===== config.mk =====
export PLATFORM = sky130hd
export DESIGN_NAME = err_alert_bundler
export DESIGN_NICKNAME = d
export VERILOG_FILES = /design/src/rtl/alert_bndl_pkg.sv /design/src/rtl/alert_pair_tx.sv /design/src/rtl/alert_cause_regs.sv /design/src/rtl/err_alert_bundler.sv
export SDC_FILE = /design/constraint.sdc
export NUM_CORES = 1
export LEC_CHECK = 0
export ABC_AREA = 1
export CAP_MARGIN = 40
export CORE_MARGIN = 2
export CORE_UTILIZATION = 25
export CTS_BUF_LIST = sky130_fd_sc_hd__clkbuf_2 sky130_fd_sc_hd__clkbuf_4 sky130_fd_sc_hd__clkbuf_8
export DETAILED_ROUTE_END_ITERATION = 12
export PLACE_DENSITY = 0.47
export SYNTH_ARGS = -nofsm -noshare
export SYNTH_HDL_FRONTEND = slang
export SYNTH_SLANG_ARGS = --single-unit

===== constraint.sdc =====
create_clock -name clk_i -period 1.55 [get_ports clk_i]
set_input_delay 0.31 -clock clk_i [delete_from_list [all_inputs] [get_ports clk_i]]
set_output_delay 0.31 -clock clk_i [all_outputs]
set_load 0.01 [all_outputs]

===== src/rtl/alert_bndl_pkg.sv =====
package alert_bndl_pkg;
  localparam int NUM_ALERTS = 2;
  localparam int ALERT_REC  = 0;
  localparam int ALERT_FAT  = 1;

  typedef enum logic [1:0] {
    PT_IDLE  = 2'd0,
    PT_SEND  = 2'd1,
    PT_DRAIN = 2'd2
  } pair_st_e;
endpackage


===== src/rtl/alert_pair_tx.sv =====
// One differential alert sender with a four-phase acknowledge handshake.
module alert_pair_tx
  import alert_bndl_pkg::*;
(
  input  logic clk_i,
  input  logic rst_ni,
  input  logic trig_i,     // one-shot request
  input  logic hold_i,     // repeat sends while high
  input  logic ack_p_i,
  input  logic ack_n_i,
  output logic alert_p_o,
  output logic alert_n_o,
  output logic ack_bad_o
);
  pair_st_e st_q, st_d;
  logic     pend_q, pend_d;
  logic     ack_hi, ack_lo;

  assign ack_hi    = ack_p_i & ~ack_n_i;
  assign ack_lo    = ~ack_p_i & ack_n_i;
  assign ack_bad_o = (ack_p_i == ack_n_i);

  always_comb begin
    st_d   = st_q;
    pend_d = pend_q;
    unique case (st_q)
      PT_IDLE: begin
        if (trig_i || hold_i || pend_q) begin
          st_d   = PT_SEND;
          pend_d = 1'b0;
        end
      end
      PT_SEND: begin
        if (trig_i) pend_d = 1'b1;
        if (ack_hi) st_d = PT_DRAIN;
      end
      PT_DRAIN: begin
        if (trig_i) pend_d = 1'b1;
        if (ack_lo) begin
          if (pend_d || hold_i) begin
            st_d   = PT_SEND;
            pend_d = 1'b0;
          end else begin
            st_d = PT_IDLE;
          end
        end
      end
      default: begin
        st_d   = PT_IDLE;
        pend_d = 1'b0;
      end
    endcase
  end

  always_ff @(posedge clk_i or negedge rst_ni) begin
    if (!rst_ni) begin
      st_q      <= PT_IDLE;
      pend_q    <= 1'b0;
      alert_p_o <= 1'b0;
      alert_n_o <= 1'b1;
    end else begin
      st_q      <= st_d;
      pend_q    <= pend_d;
      alert_p_o <= (st_d == PT_SEND);
      alert_n_o <= (st_d != PT_SEND);
    end
  end
endmodule


===== src/rtl/alert_cause_regs.sv =====
// Cause registers: recoverable bits are write-one-to-clear, fatal bits sticky.
module alert_cause_regs #(
  parameter int NUM_REC = 3,
  parameter int NUM_FAT = 2
) (
  input  logic               clk_i,
  input  logic               rst_ni,
  input  logic [NUM_REC-1:0] rec_err_i,
  input  logic [NUM_FAT-1:0] fat_err_i,
  input  logic               integ_i,
  input  logic               clr_wr_i,
  input  logic [NUM_REC-1:0] clr_bits_i,
  output logic [NUM_REC-1:0] rec_cause_o,
  output logic [NUM_FAT:0]   fat_cause_o
);
  logic [NUM_REC-1:0] clr_mask;
  assign clr_mask = clr_wr_i ? clr_bits_i : '0;

  always_ff @(posedge clk_i or negedge rst_ni) begin
    if (!rst_ni) begin
      rec_cause_o <= '0;
      fat_cause_o <= '0;
    end else begin
      rec_cause_o <= (rec_cause_o & ~clr_mask) | rec_err_i;
      fat_cause_o <= fat_cause_o | {integ_i, fat_err_i};
    end
  end
endmodule


===== src/rtl/err_alert_bundler.sv =====
module err_alert_bundler
  import alert_bndl_pkg::*;
#(
  parameter int NUM_REC = 3,
  parameter int NUM_FAT = 2
) (
  input  logic               clk_i,
  input  logic               rst_ni,
  input  logic [NUM_REC-1:0] rec_err_i,
  input  logic [NUM_FAT-1:0] fat_err_i,
  input  logic               test_wr_i,
  input  logic [1:0]         test_bits_i,
  input  logic               clr_wr_i,
  input  logic [NUM_REC-1:0] clr_bits_i,
  output logic [NUM_REC-1:0] rec_cause_o,
  output logic [NUM_FAT:0]   fat_cause_o,
  output logic               rec_alert_p_o,
  output logic               rec_alert_n_o,
  input  logic               rec_ack_p_i,
  input  logic               rec_ack_n_i,
  output logic               fat_alert_p_o,
  output logic               fat_alert_n_o,
  input  logic               fat_ack_p_i,
  input  logic               fat_ack_n_i
);
  logic [NUM_ALERTS-1:0] trig, hold, ack_p, ack_n, out_p, out_n, bad;
  logic [NUM_ALERTS-1:0] test_hit;
  logic rec_cond, rec_cond_q, fat_cond, fat_latch_q, integ;

  assign test_hit = test_wr_i ? test_bits_i : '0;
  assign integ    = |bad;
  assign rec_cond = |rec_err_i;
  assign fat_cond = (|fat_err_i) | integ | test_hit[ALERT_FAT];

  always_ff @(posedge clk_i or negedge rst_ni) begin
    if (!rst_ni) begin
      rec_cond_q  <= 1'b0;
      fat_latch_q <= 1'b0;
    end else begin
      rec_cond_q  <= rec_cond;
      fat_latch_q <= fat_latch_q | fat_cond;
    end
  end

  assign trig[ALERT_REC] = (rec_cond & ~rec_cond_q) | test_hit[ALERT_REC];
  assign hold[ALERT_REC] = 1'b0;
  assign trig[ALERT_FAT] = 1'b0;
  assign hold[ALERT_FAT] = fat_latch_q;

  assign ack_p = {fat_ack_p_i, rec_ack_p_i};
  assign ack_n = {fat_ack_n_i, rec_ack_n_i};

  for (genvar g = 0; g < NUM_ALERTS; g++) begin : g_tx
    alert_pair_tx u_tx (
      .clk_i     (clk_i),
      .rst_ni    (rst_ni),
      .trig_i    (trig[g]),
      .hold_i    (hold[g]),
      .ack_p_i   (ack_p[g]),
      .ack_n_i   (ack_n[g]),
      .alert_p_o (out_p[g]),
      .alert_n_o (out_n[g]),
      .ack_bad_o (bad[g])
    );
  end

  assign rec_alert_p_o = out_p[ALERT_REC];
  assign rec_alert_n_o = out_n[ALERT_REC];
  assign fat_alert_p_o = out_p[ALERT_FAT];
  assign fat_alert_n_o = out_n[ALERT_FAT];

  alert_cause_regs #(.NUM_REC(NUM_REC), .NUM_FAT(NUM_FAT)) u_cause (
    .clk_i       (clk_i),
    .rst_ni      (rst_ni),
    .rec_err_i   (rec_err_i),
    .fat_err_i   (fat_err_i),
    .integ_i     (integ),
    .clr_wr_i    (clr_wr_i),
    .clr_bits_i  (clr_bits_i),
    .rec_cause_o (rec_cause_o),
    .fat_cause_o (fat_cause_o)
  );
endmodule


### Word level (Yosys, flattened, before mapping)

Index checks and enable logic that the tools add are counted.

| word-level totals | value |
|---|---|
| flip-flop bits (word level) | 18 |
| input bits | 18 |
| output and inout bits | 10 |
| word-level logic and storage cells | 74 |

| cells by class | value |
|---|---|
| equal/unequal tests | 12 |
| muxes and demuxes | 22 |
| bitwise gates (word level) | 19 |
| reductions and logical operators | 9 |

Operators by type and width:

| kind | number |
|---|---|
| two-way mux 2 bit | 7 |
| one-hot mux 2 bit (3 select lines) | 2 |
| two-way mux 1 bit | 10 |
| equality test 2 x 1 -> 1 bit, second input constant | 4 |
| inequality test 2 x 1 -> 1 bit, second input constant | 4 |
| NOT 1 bit | 6 |
| bitwise OR 3 bit | 2 |
| one-hot mux 1 bit (3 select lines) | 2 |
| AND 1 bit | 5 |
| equality test 2 bit, second input constant | 2 |
| zero test 2 bit | 2 |
| bitwise OR 1 bit | 4 |
| OR reduction 2 bit | 2 |
| AND 3 bit | 1 |
| logical OR 1 bit | 3 |
| two-way mux 3 bit | 1 |
| NOT 3 bit | 1 |
| OR reduction 3 bit | 1 |
| equality test 1 bit | 2 |
| AND reduction 2 bit | 1 |

### Longest topological paths before layout

Gate-level depths: netlist of the first run.

| depth | value |
|---|---|
| depth in word-level cells | 9 |
| depth in mapped cells | 8 |
| gate-level depth less buffers | 8 |

### Cells and area by module

A second synthesis of the first run with hierarchy kept.

| unflattened totals | value |
|---|---|
| cell total of the unflattened synthesis | 122 |
| area total of the unflattened synthesis | 1046.0 µm² |

Modules (own cells, without submodules):

| module | instances | cells each | area an instance (µm²) | seq. area each (µm²) |
|---|---|---|---|---|
| alert_pair_tx | 2 | 43 | 365.4 | 126.4 |
| alert_cause_regs | 1 | 21 | 214.0 | 150.1 |
| err_alert_bundler | 1 | 15 | 101.3 | 50.0 |

### Worst setup path before layout of the first run

OpenSTA, ideal clock, no wires.

| timing path | value |
|---|---|
| path type | register to register |
| start point | register g_tx[0].u_tx.st_q[0] |
| end point | register g_tx[0].u_tx.alert_p_o |
| setup time | 118 ps |
| arrival time | 1131 ps |
| data required time | 1432 ps |
| setup slack | 301 ps |
| cell stages (with the launch flop) | 9 |
| buffers on the path | 0 |
| clock period less this slack | 1249 ps |
| cells stage by stage | dfrtp_1 inv_2 ha_1 inv_1 nor2_1 a22oi_1 nand3_2 nand2_2 nor2_1 |

| on the way | value |
|---|---|
| longest elaborated chain between the ends | 3 |
| elaborated cells between the ends (all ways) | 8 |
| those cells by class | eq/ne (3); mux (4); reduce/logical (1) |

RTL lines:

| element | RTL line | text |
|---|---|---|
| start, declared | alert_pair_tx.sv:15 | `pair_st_e st_q, st_d;` |
| start signal, assigned | alert_pair_tx.sv:62 | `st_q <= st_d;` |
| equality test 2 bit (tied with other cells) | alert_pair_tx.sv:26 | `unique case (st_q)` |
| one-hot mux 2 bit (3 select lines) (*) | alert_pair_tx.sv:26 |  |
| equality test 2 x 1 -> 1 bit (*) | alert_pair_tx.sv:64 | `alert_p_o <= (st_d == PT_SEND);` |
| end signal, assigned | alert_pair_tx.sv:64 |  |
| end, declared | alert_pair_tx.sv:11 | `output logic alert_p_o,` |

Mark *: on every way between the ends. The rest lies on a longest branch, timed or not.
A chain may end at the register's enable or synchronous reset.

### Worst setup path in the final report of the first run

| timing path | value |
|---|---|
| start point | register u_cause.rec_cause_o[0] |
| end point | output port rec_cause_o[0] |

RTL lines:

| element | RTL line | text |
|---|---|---|
| start, declared | alert_cause_regs.sv:13 | `output logic [NUM_REC-1:0] rec_cause_o,` |
| start signal, assigned | alert_cause_regs.sv:24 | `rec_cause_o <= (rec_cause_o & ~clr_mask) \| rec_err_i;` |
| end, declared | err_alert_bundler.sv:15 | `output logic [NUM_REC-1:0] rec_cause_o,` |

No word-level cell between the ends.

==> results.py, run 1 <==
metrics = {
    "clock_network": {
        "cts_num_sinks": 17,
        "clk-insertion-delay-late_ps": 280,
        "h-tree-depth": 1,
        "cts-root-buf": "clkbuf_4",
        "cts.clk_slew.worst_paths_ps": 90,
        "clockBufferDepth": 2,
        "ctsHoldBuffers": 0,
        "cts_tree": "yes",
        "cts_made_buffers": 3,
    },
    "critical_path": {
        "critical_path.max_fanout": 2,
        "worst-r2r-cell-count": 8,
        "slowest_delay_ps": 540,
        "crit_family": "buffers and inverters",
        "crit_chain": "clkdlybuf4s50_1",
        "crit_required_ps": 1240,
        "slowest_stage": "clkdlybuf4s50_1",
        "path_class": "flip-flop to output port",
        "worst_setup_path_start_kind": "flip-flop",
        "path_buf_inv": 1,
        "end_kind": "output port",
        "regToRegSetupSlack_ps": 170,
        "cp.depth": 1,
        "worstPathArrival_ps": 1170,
    },
    "finish": {
        "n_antenna_cell": 0,
        "fin_cells": 165,
        "finish.instance_area_um2": 1220,
        "area_growth_syn_to_layout_pct": 43.8,
        "drive_gt1_share_pct": 19.3,
        "nNetsFinal": 146,
        "nFillCells": 347,
    },
    "grt": {
        "grt_antenna_before_repair": 0,
        "grt_pass1_wl_um": 3040,
        "grt_usage_pct": 9.62,
        "grt.overflow.total": 0,
        "grt_max_degree": 18,
        "grt_pass1_vias": 681,
    },
    "logic_synthesis": {
        "synth_fa_ha_area_share_pct": 11.8,
        "synth_top_area_share_pct": 44.4,
        "synth-seq-area-share_pct": 50.6,
        "synthTopCellsByArea": "dfrtp_1 (44%), ha_1 (12%), dfstp_2 (6.2%), inv_1 (6.2%), nand2_1 (4.4%)",
        "synth_seq_cells": 17,
        "synthesis.nets": 112,
        "synth_most_common_cell": "dfrtp_1",
        "yosys_warnings": 0,
        "syn_area_per_cell_um2": 9.84,
        "synth_top_family_by_area": "simple AND/OR/NAND/NOR gates",
        "synth_edf_count": 0,
        "yosys.area_share.simple_pct": 19.1,
        "synth_top_area_cell": "dfrtp_1",
        "synth-compound-area-share_pct": 10.1,
        "synth_xor_area_share_pct": 0,
        "async_flop_share_pct": 100,
        "syn_inst": 86,
        "ys_types": 23,
        "synthMuxAreaShare_pct": 0,
        "synth_area_um2": 846,
        "synth_ff_type": "dfrtp_1",
        "ys_top_cells_by_count": "dfrtp_1 (15), inv_1 (14), nand2_1 (10)",
    },
    "route": {
        "vias": 674,
        "first_pass_iters": 2,
        "wl_met3_um": 108,
        "viasPerCell": 4.08,
        "wl_met1_um": 713,
        "route.met2.wl_um": 788,
        "wire_per_inst_um": 9.93,
        "wl_um": 1640,
        "ant_nets": 0,
        "route.detailed.drc": 0,
        "highest_layer": "met4",
        "drt_iter0_markers": 11,
    },
    "timing": {
        "setup_tns_ps": 0,
        "finalCriticalPeriod_ps": 1480,
        "maxSlewHeadroom_pct": 84.5,
        "worstMarginPinSlew_ps": 232,
        "setup_violations": 0,
        "max_freq_mhz": 676,
        "slew_violations": 0,
        "finClkSkew_ps": 0.484,
        "hold_viol_final": 0,
        "rsz0062_at_grt": "no",
        "finalCritPeriodShare_pct": 95.5,
    },
    "power_and_ir_drop": {
        "powerDensity_nw_per_um2": 1220,
        "swShare_pct": 34.4,
        "p_leak_nw": 0.572,
        "p_comb_share_pct": 40.5,
        "p_sw_mw": 0.510,
        "pwr-share-clk_pct": 16.4,
        "p_seq_share_pct": 43.1,
        "vdd_drop_max_uv": 302,
        "p_int_mw": 0.972,
    },
    "place": {
        "dp.cells": 160,
        "placedInstanceArea_um2": 1180,
        "routabilityCongestion": 0.690,
        "dp_hpwl_um": 1380,
        "port_buffers": 27,
    },
    "floorplanning": {
        "ioPinCount": 28,
        "core_region_area_um2": 3280,
        "num_rows": 21,
        "die_w_um": 62.2,
        "start_util_pct": 25.8,
        "dieArea_um2": 3860,
        "fp.dieH_um": 62.2,
    },
    "min_path": {
        "min_path_type": "input pin to async pin",
    },
    "status": {
        "status": "finished, final reports clean",
    },
    "run": {
        "max-cap-violations": 0,
    },
}
==> cell families after synthesis <==
group                    Yosys count
AND/OR/NAND/NOR                   31
buffers and inverters             19
flip-flops                        17
AO/OA/AOI/OAI                     11
adder cells (fa/ha/maj)            8
==> flip-flops by register name, summed over array words and instances (netlist names) <==
name / flops
g_tx.u_tx.alert_p_o: 2
g_tx.u_tx.pend_q: 1
u_cause.fat_cause_o: 3
rec_cond_q: 1
fat_latch_q: 1
g_tx.u_tx.alert_n_o: 2
u_cause.rec_cause_o: 3
g_tx.u_tx.st_q: 4
==> layout by cell type (no fill, tap or decap), types with 2 or more instances in the layout <==
master | synthesis | layout
nand3_2 | 2 | 2
inv_1 | 14 | 14
dfrtp_1 | 15 | 15
inv_2 | 5 | 5
nand3_1 | 3 | 3
nor2_1 | 6 | 6
ha_1 | 8 | 8
clkbuf_4 | 0 | 4
nor2_2 | 2 | 2
clkdlybuf4s50_1 | 0 | 25
buf_4 | 0 | 2
a21oi_1 | 2 | 2
o21ai_0 | 2 | 2
dfstp_2 | 2 | 2
nand2_2 | 3 | 3
or2_1 | 2 | 2
a21o_1 | 2 | 2
dlygate4sd2_1 | 0 | 2
nand2_1 | 10 | 10
==> routing by layer <==
layer / vias up / global-route usage (%)
li1: 334 / -
met1: 318 / 12.0
met2: 20 / 15.2
met3: 2 / 2.72
met4: 0 / 5.00
met5: - / 0
==> per-stage QoR <==
| stage | utilization [%] | power [mW] | setup slack (ps) | hold WS (ps) |
|---|---|---|---|---|
| 4_1_cts | 36.8 | 1.50 | 46.6 | 348 |
| 2_1_floorplan | - | 1.01 | 301 | 14.4 |
| 3_5_place_dp | 36.0 | 1.26 | -128 | 452 |
| 6_report | 37.0 | 1.48 | 70.1 | 351 |
| 5_1_grt | 37.0 | 1.63 | 1.00 | 359 |
| 3_3_place_gp | 36.0 | 1.25 | -110 | 446 |
==> final cells by class <==
cell class	instances	area, µm²	area share, %
Inverter	19	71.3	5.86
Tap cell	46	57.6	4.73
Sequential cell	17	428	35.2
Multi-Input combinational cell	50	347	28.5
Timing Repair Buffer	29	283	23.3
Clock buffer	4	30.0	2.47
==> power groups by stage <==
stage,clock [mW],combinational [mW],sequential (mW)
after CTS,0.262,0.589,0.646
after floorplan,0,0.341,0.670
after detailed placement,0,0.602,0.657
final,0.244,0.600,0.639
after global placement,0,0.595,0.656
after global routing,0.286,0.694,0.651
==> final timing paths <==
check,startpoint,endpoint
worst max-delay path,u_cause.rec_cause_o[0],rec_cause_o[0]
worst min-delay path,rst_ni,u_cause.rec_cause_o[1]
worst max register to register,g_tx[0].u_tx.st_q[0],g_tx[0].u_tx.alert_p_o
worst min register to register,u_cause.fat_cause_o[0],u_cause.fat_cause_o[0]
max in group asynchronous,rst_ni,g_tx[1].u_tx.alert_n_o
min in group clk_i,u_cause.fat_cause_o[0],u_cause.fat_cause_o[0]
==> timing repair <==
item | in CTS | in global routing
endpoints found under the setup margin | 2 | 2
gates resized for setup | 2 | 0
setup buffers | 0 | 1
Power figures use the tool's default switching activity.
==> inputs of run 2 (changes only) <==
Settings changed: CELL_PAD_IN_SITES_DETAIL_PLACEMENT set to 1, CELL_PAD_IN_SITES_GLOBAL_PLACEMENT set to 1, PLACE_DENSITY 0.47 to 0.59.
==> results.py, run 2 (same netlist as run 1, synthesis figures left out) <==
metrics = {
    "timing": {
        "worst_slack_ps": 69.7,
        "setup_violations": 0,
        "rsz0062_at_grt": "no",
        "finalCritPeriodShare_pct": 95.5,
        "hold_viol_final": 0,
        "worstMarginPinSlew_ps": 224,
        "slew_violations": 0,
        "finClkSkew_ps": 3.09,
        "max_freq_mhz": 676,
        "finalCriticalPeriod_ps": 1480,
        "maxSlewHeadroom_pct": 85.0,
    },
    "floorplanning": {
        "core_region_area_um2": 3280,
        "start_util_pct": 25.8,
        "ioPinCount": 28,
        "num_rows": 21,
        "die_w_um": 62.2,
        "dieArea_um2": 3860,
        "fp.dieH_um": 62.2,
    },
    "finish": {
        "nNetsFinal": 146,
        "seq_area_um2": 428,
        "multi_input_area_um2": 347,
        "top_regs": "g_tx.u_tx.st_q x4, u_cause.fat_cause_o x3, u_cause.rec_cause_o x3",
        "nFillCells": 378,
        "layout_commonest_cell": "clkdlybuf4s50_1",
        "largest_register": "g_tx.u_tx.st_q",
        "largest_reg_flops": 4,
        "final_cell_mix": "clkdlybuf4s50_1 (24), dfrtp_1 (15), inv_1 (14)",
        "n_antenna_cell": 0,
        "final_core_util_pct": 37.1,
        "drive_gt1_share_pct": 19.3,
        "area_growth_syn_to_layout_pct": 44.1,
        "finish.instance_area_um2": 1220,
    },
    "clock_network": {
        "cts_made_buffers": 3,
        "cts_num_sinks": 17,
        "clockBufferDepth": 2,
        "clk-insertion-delay-late_ps": 280,
        "h-tree-depth": 1,
        "cts_tree": "yes",
        "cts.clk_slew.worst_paths_ps": 100,
        "ctsHoldBuffers": 0,
        "cts-root-buf": "clkbuf_4",
    },
    "route": {
        "route.detailed.drc": 0,
        "wire_per_inst_um": 10.7,
        "drt_iter0_markers": 15,
        "wl_um": 1760,
        "viasPerCell": 4.03,
        "ant_nets": 0,
        "vias": 665,
        "first_pass_iters": 4,
    },
    "critical_path": {
        "end_kind": "output port",
        "worstPathArrival_ps": 1170,
        "worst_setup_path_start_kind": "flip-flop",
        "path_class": "flip-flop to output port",
        "crit_required_ps": 1240,
        "path_buf_inv": 1,
        "slowest_stage": "clkdlybuf4s50_1",
        "crit_chain": "clkdlybuf4s50_1",
        "crit_family": "buffers and inverters",
        "critical_path.max_fanout": 2,
        "slowest_delay_ps": 540,
    },
    "place": {
        "port_buffers": 27,
        "dp_slack_ps": -152,
        "routabilityCongestion": 0.782,
        "dp_hpwl_um": 1440,
        "placedInstanceArea_um2": 1180,
    },
    "power_and_ir_drop": {
        "power_mw": 1.51,
        "vdd_drop_max_uv": 278,
        "p_leak_nw": 0.576,
        "powerDensity_nw_per_um2": 1240,
    },
    "min_path": {
        "min_path_type": "input pin to async pin",
    },
    "grt": {
        "grt_pass1_wl_um": 3160,
        "grt_max_degree": 18,
        "grt.overflow.total": 0,
        "grt_pass1_vias": 708,
        "grt_usage_pct": 10.3,
        "grt_antenna_before_repair": 0,
    },
    "run": {
        "max-cap-violations": 0,
    },
    "status": {
        "status": "finished, final reports clean",
    },
}
-- run 2: cell types whose count changed in the layout (fill, tap and decap cells not counted) --
cell             delta
dlymetal6s2s_1      +1
clkdlybuf4s50_1     -1
-- run 2: timing repair --
action	in CTS	in global routing
endpoints found under the setup margin	2	2
gates resized for setup	2	1
setup buffers	0	1
gates cloned	0	0
-- run 2: final cells by class --
class                           instances  share of cell area [%]
Inverter                               19                    5.85
Tap cell                               46                    4.72
Clock buffer                            4                    2.46
Sequential cell                        17                    35.1
Multi-Input combinational cell         50                    28.4
Timing Repair Buffer                   29                    23.4
-- run 2: worst paths after layout --
check	from	endpoint	slack, ps	cells past startpoint
setup / recovery	u_cause.rec_cause_o[2]	rec_cause_o[2]	70	1
hold / removal	rst_ni	u_cause.rec_cause_o[1]	340	2
setup reg to reg	g_tx[0].u_tx.st_q[0]	g_tx[0].u_tx.alert_p_o	140	8
hold reg to reg	u_cause.fat_cause_o[0]	u_cause.fat_cause_o[0]	470	1
max in group asynchronous	rst_ni	g_tx[1].u_tx.alert_n_o	960	2
min in group clk_i	u_cause.fat_cause_o[0]	u_cause.fat_cause_o[0]	470	1
-- run 2: power breakdown --
part | internal, mW | leakage (nW) | total [mW] | switching (mW)
combinational | 0.288 | 0.374 | 0.626 | 0.338
clock | 0.117 | 0.0184 | 0.249 | 0.132
sequential | 0.571 | 0.183 | 0.639 | 0.0677
total | 0.976 | 0.576 | 1.51 | 0.538
-- run 2: routing by layer --
layer  routed length (µm)  track usage (%)  vias up
li1                     -                -      336
met1                  818             12.5      307
met2                  831             17.1       22
met3                  113             2.54        0
met4                    0             5.00        0
met5                    0                0        -
-- run 2: metrics by stage --
step / setup TNS [ps] / hold slack, ps / cells
after CTS: 0 / 337 / 164
final: 0 / 338 / 165
after detailed placement: -516 / 452 / 160
after global placement: -342 / 445 / 160
after global routing: 0 / 336 / 165
after floorplan: 0 / 14.4 / 86
==> inputs of run 3 (changes only) <==
Settings changed: CORE_ASPECT_RATIO set to 1.75.
==> results.py, run 3 (same netlist as run 1, synthesis figures left out) <==
metrics = {
    "finish": {
        "largest_reg_flops": 4,
        "area_growth_syn_to_layout_pct": 45.9,
        "final_core_util_pct": 37.5,
        "finish.instance_area_um2": 1230,
        "top_regs": "g_tx.u_tx.st_q x4, u_cause.fat_cause_o x3, u_cause.rec_cause_o x3",
        "nFillCells": 416,
        "nNetsFinal": 146,
        "n_antenna_cell": 0,
        "final_cell_mix": "clkdlybuf4s50_1 (25), dfrtp_1 (15), inv_1 (14)",
        "layout_commonest_cell": "clkdlybuf4s50_1",
        "drive_gt1_share_pct": 19.3,
        "fin_cells": 164,
        "largest_register": "g_tx.u_tx.st_q",
    },
    "clock_network": {
        "h-tree-depth": 1,
        "cts.clk_slew.worst_paths_ps": 70,
        "cts_num_sinks": 17,
        "cts-root-buf": "clkbuf_8",
        "ctsHoldBuffers": 0,
        "cts_setup_buffers": 0,
        "clockBufferDepth": 2,
        "clk-insertion-delay-late_ps": 250,
        "cts_made_buffers": 3,
        "cts_tree": "yes",
    },
    "critical_path": {
        "end_kind": "output port",
        "slowest_delay_ps": 540,
        "worst_setup_path_start_kind": "flip-flop",
        "crit_chain": "clkdlybuf4s50_1",
        "path_buf_inv": 1,
        "critical_path.max_fanout": 2,
        "crit_required_ps": 1240,
        "path_class": "flip-flop to output port",
        "worstPathArrival_ps": 1140,
        "crit_family": "buffers and inverters",
        "slowest_stage": "clkdlybuf4s50_1",
    },
    "place": {
        "dp_slack_ps": -172,
        "placedInstanceArea_um2": 1190,
        "port_buffers": 27,
        "routabilityCongestion": 0.840,
        "dp_hpwl_um": 1550,
        "dp.cells": 160,
    },
    "route": {
        "route.met2.wl_um": 1010,
        "wl_met3_um": 93,
        "wl_um": 1820,
        "wire_per_inst_um": 11.1,
        "wl_met1_um": 672,
        "first_pass_iters": 4,
        "viasPerCell": 4.25,
        "highest_layer": "met4",
        "ant_nets": 0,
        "vias": 697,
        "route.detailed.drc": 0,
        "drt_iter0_markers": 10,
    },
    "grt": {
        "grt_antenna_before_repair": 0,
        "grt_pass1_vias": 774,
        "grt_max_degree": 18,
        "grt_usage_pct": 11.1,
        "grt_pass1_wl_um": 3110,
        "grt.overflow.total": 0,
    },
    "timing": {
        "hold_ws_ps": 383,
        "finClkSkew_ps": 1.39,
        "rsz0062_at_grt": "no",
        "setup_tns_ps": 0,
        "finalCriticalPeriod_ps": 1450,
        "setup_violations": 0,
        "hold_viol_final": 0,
        "slew_violations": 0,
        "finalCritPeriodShare_pct": 93.6,
        "worst_slack_ps": 98.8,
        "max_freq_mhz": 689,
        "maxSlewHeadroom_pct": 85.7,
        "worstMarginPinSlew_ps": 213,
    },
    "min_path": {
        "min_path_type": "input pin to async pin",
    },
    "floorplanning": {
        "die_w_um": 48.0,
        "start_util_pct": 25.7,
        "num_rows": 28,
        "dieArea_um2": 3880,
        "fp.dieH_um": 80.9,
        "ioPinCount": 28,
        "core_region_area_um2": 3290,
    },
    "run": {
        "max-cap-violations": 0,
    },
    "status": {
        "status": "finished, final reports clean",
    },
    "power_and_ir_drop": {
        "powerDensity_nw_per_um2": 1310,
        "vdd_drop_max_uv": 634,
        "p_leak_nw": 0.580,
        "power_mw": 1.62,
    },
}
## run 3: changes by cell type in the layout (fill, tap and decap cells not counted)
cell	change
clkbuf_4	-3
clkbuf_8	+3
dlymetal6s2s_1	-1
clkdlybuf4s50_1	+1
## run 3: area by class of cell
type                    count  area [µm²]  share of cell area, %
clock buffers               4        48.8                   3.96
inverters                  19        71.3                   5.78
multi-input cells          50         347                   28.1
well taps                  45        56.3                   4.56
flip-flops and latches     17         428                   34.7
repair buffers             29         283                   22.9
## run 3: final timing paths
check,from,to,slack [ps],cells after the start
setup / recovery,u_cause.rec_cause_o[2],rec_cause_o[2],100,1
hold / removal,rst_ni,g_tx[0].u_tx.st_q[0],380,2
setup reg to reg,g_tx[0].u_tx.st_q[1],g_tx[0].u_tx.alert_p_o,150,7
hold reg to reg,u_cause.fat_cause_o[1],u_cause.fat_cause_o[1],460,1
max in group asynchronous,rst_ni,g_tx[1].u_tx.alert_n_o,910,2
min in group clk_i,u_cause.fat_cause_o[1],u_cause.fat_cause_o[1],460,1
## run 3: repair_timing
item                                    4_1_cts  5_1_grt
endpoints found under the setup margin        2        0
hold endpoints to repair                      0        0
resized for setup                             2        0
## run 3: layer usage
layer,vias to the layer above,global-route usage (%)
li1,331,-
met1,337,11.9
met2,24,19.5
met3,5,2.22
met4,0,5.41
met5,-,0
## run 3: power breakdown
part           internal (mW)  total [mW]  switching (mW)
Sequential             0.572       0.641          0.0684
Clock                  0.200       0.349           0.149
Combinational          0.288       0.627           0.339
Total                   1.06        1.62           0.556
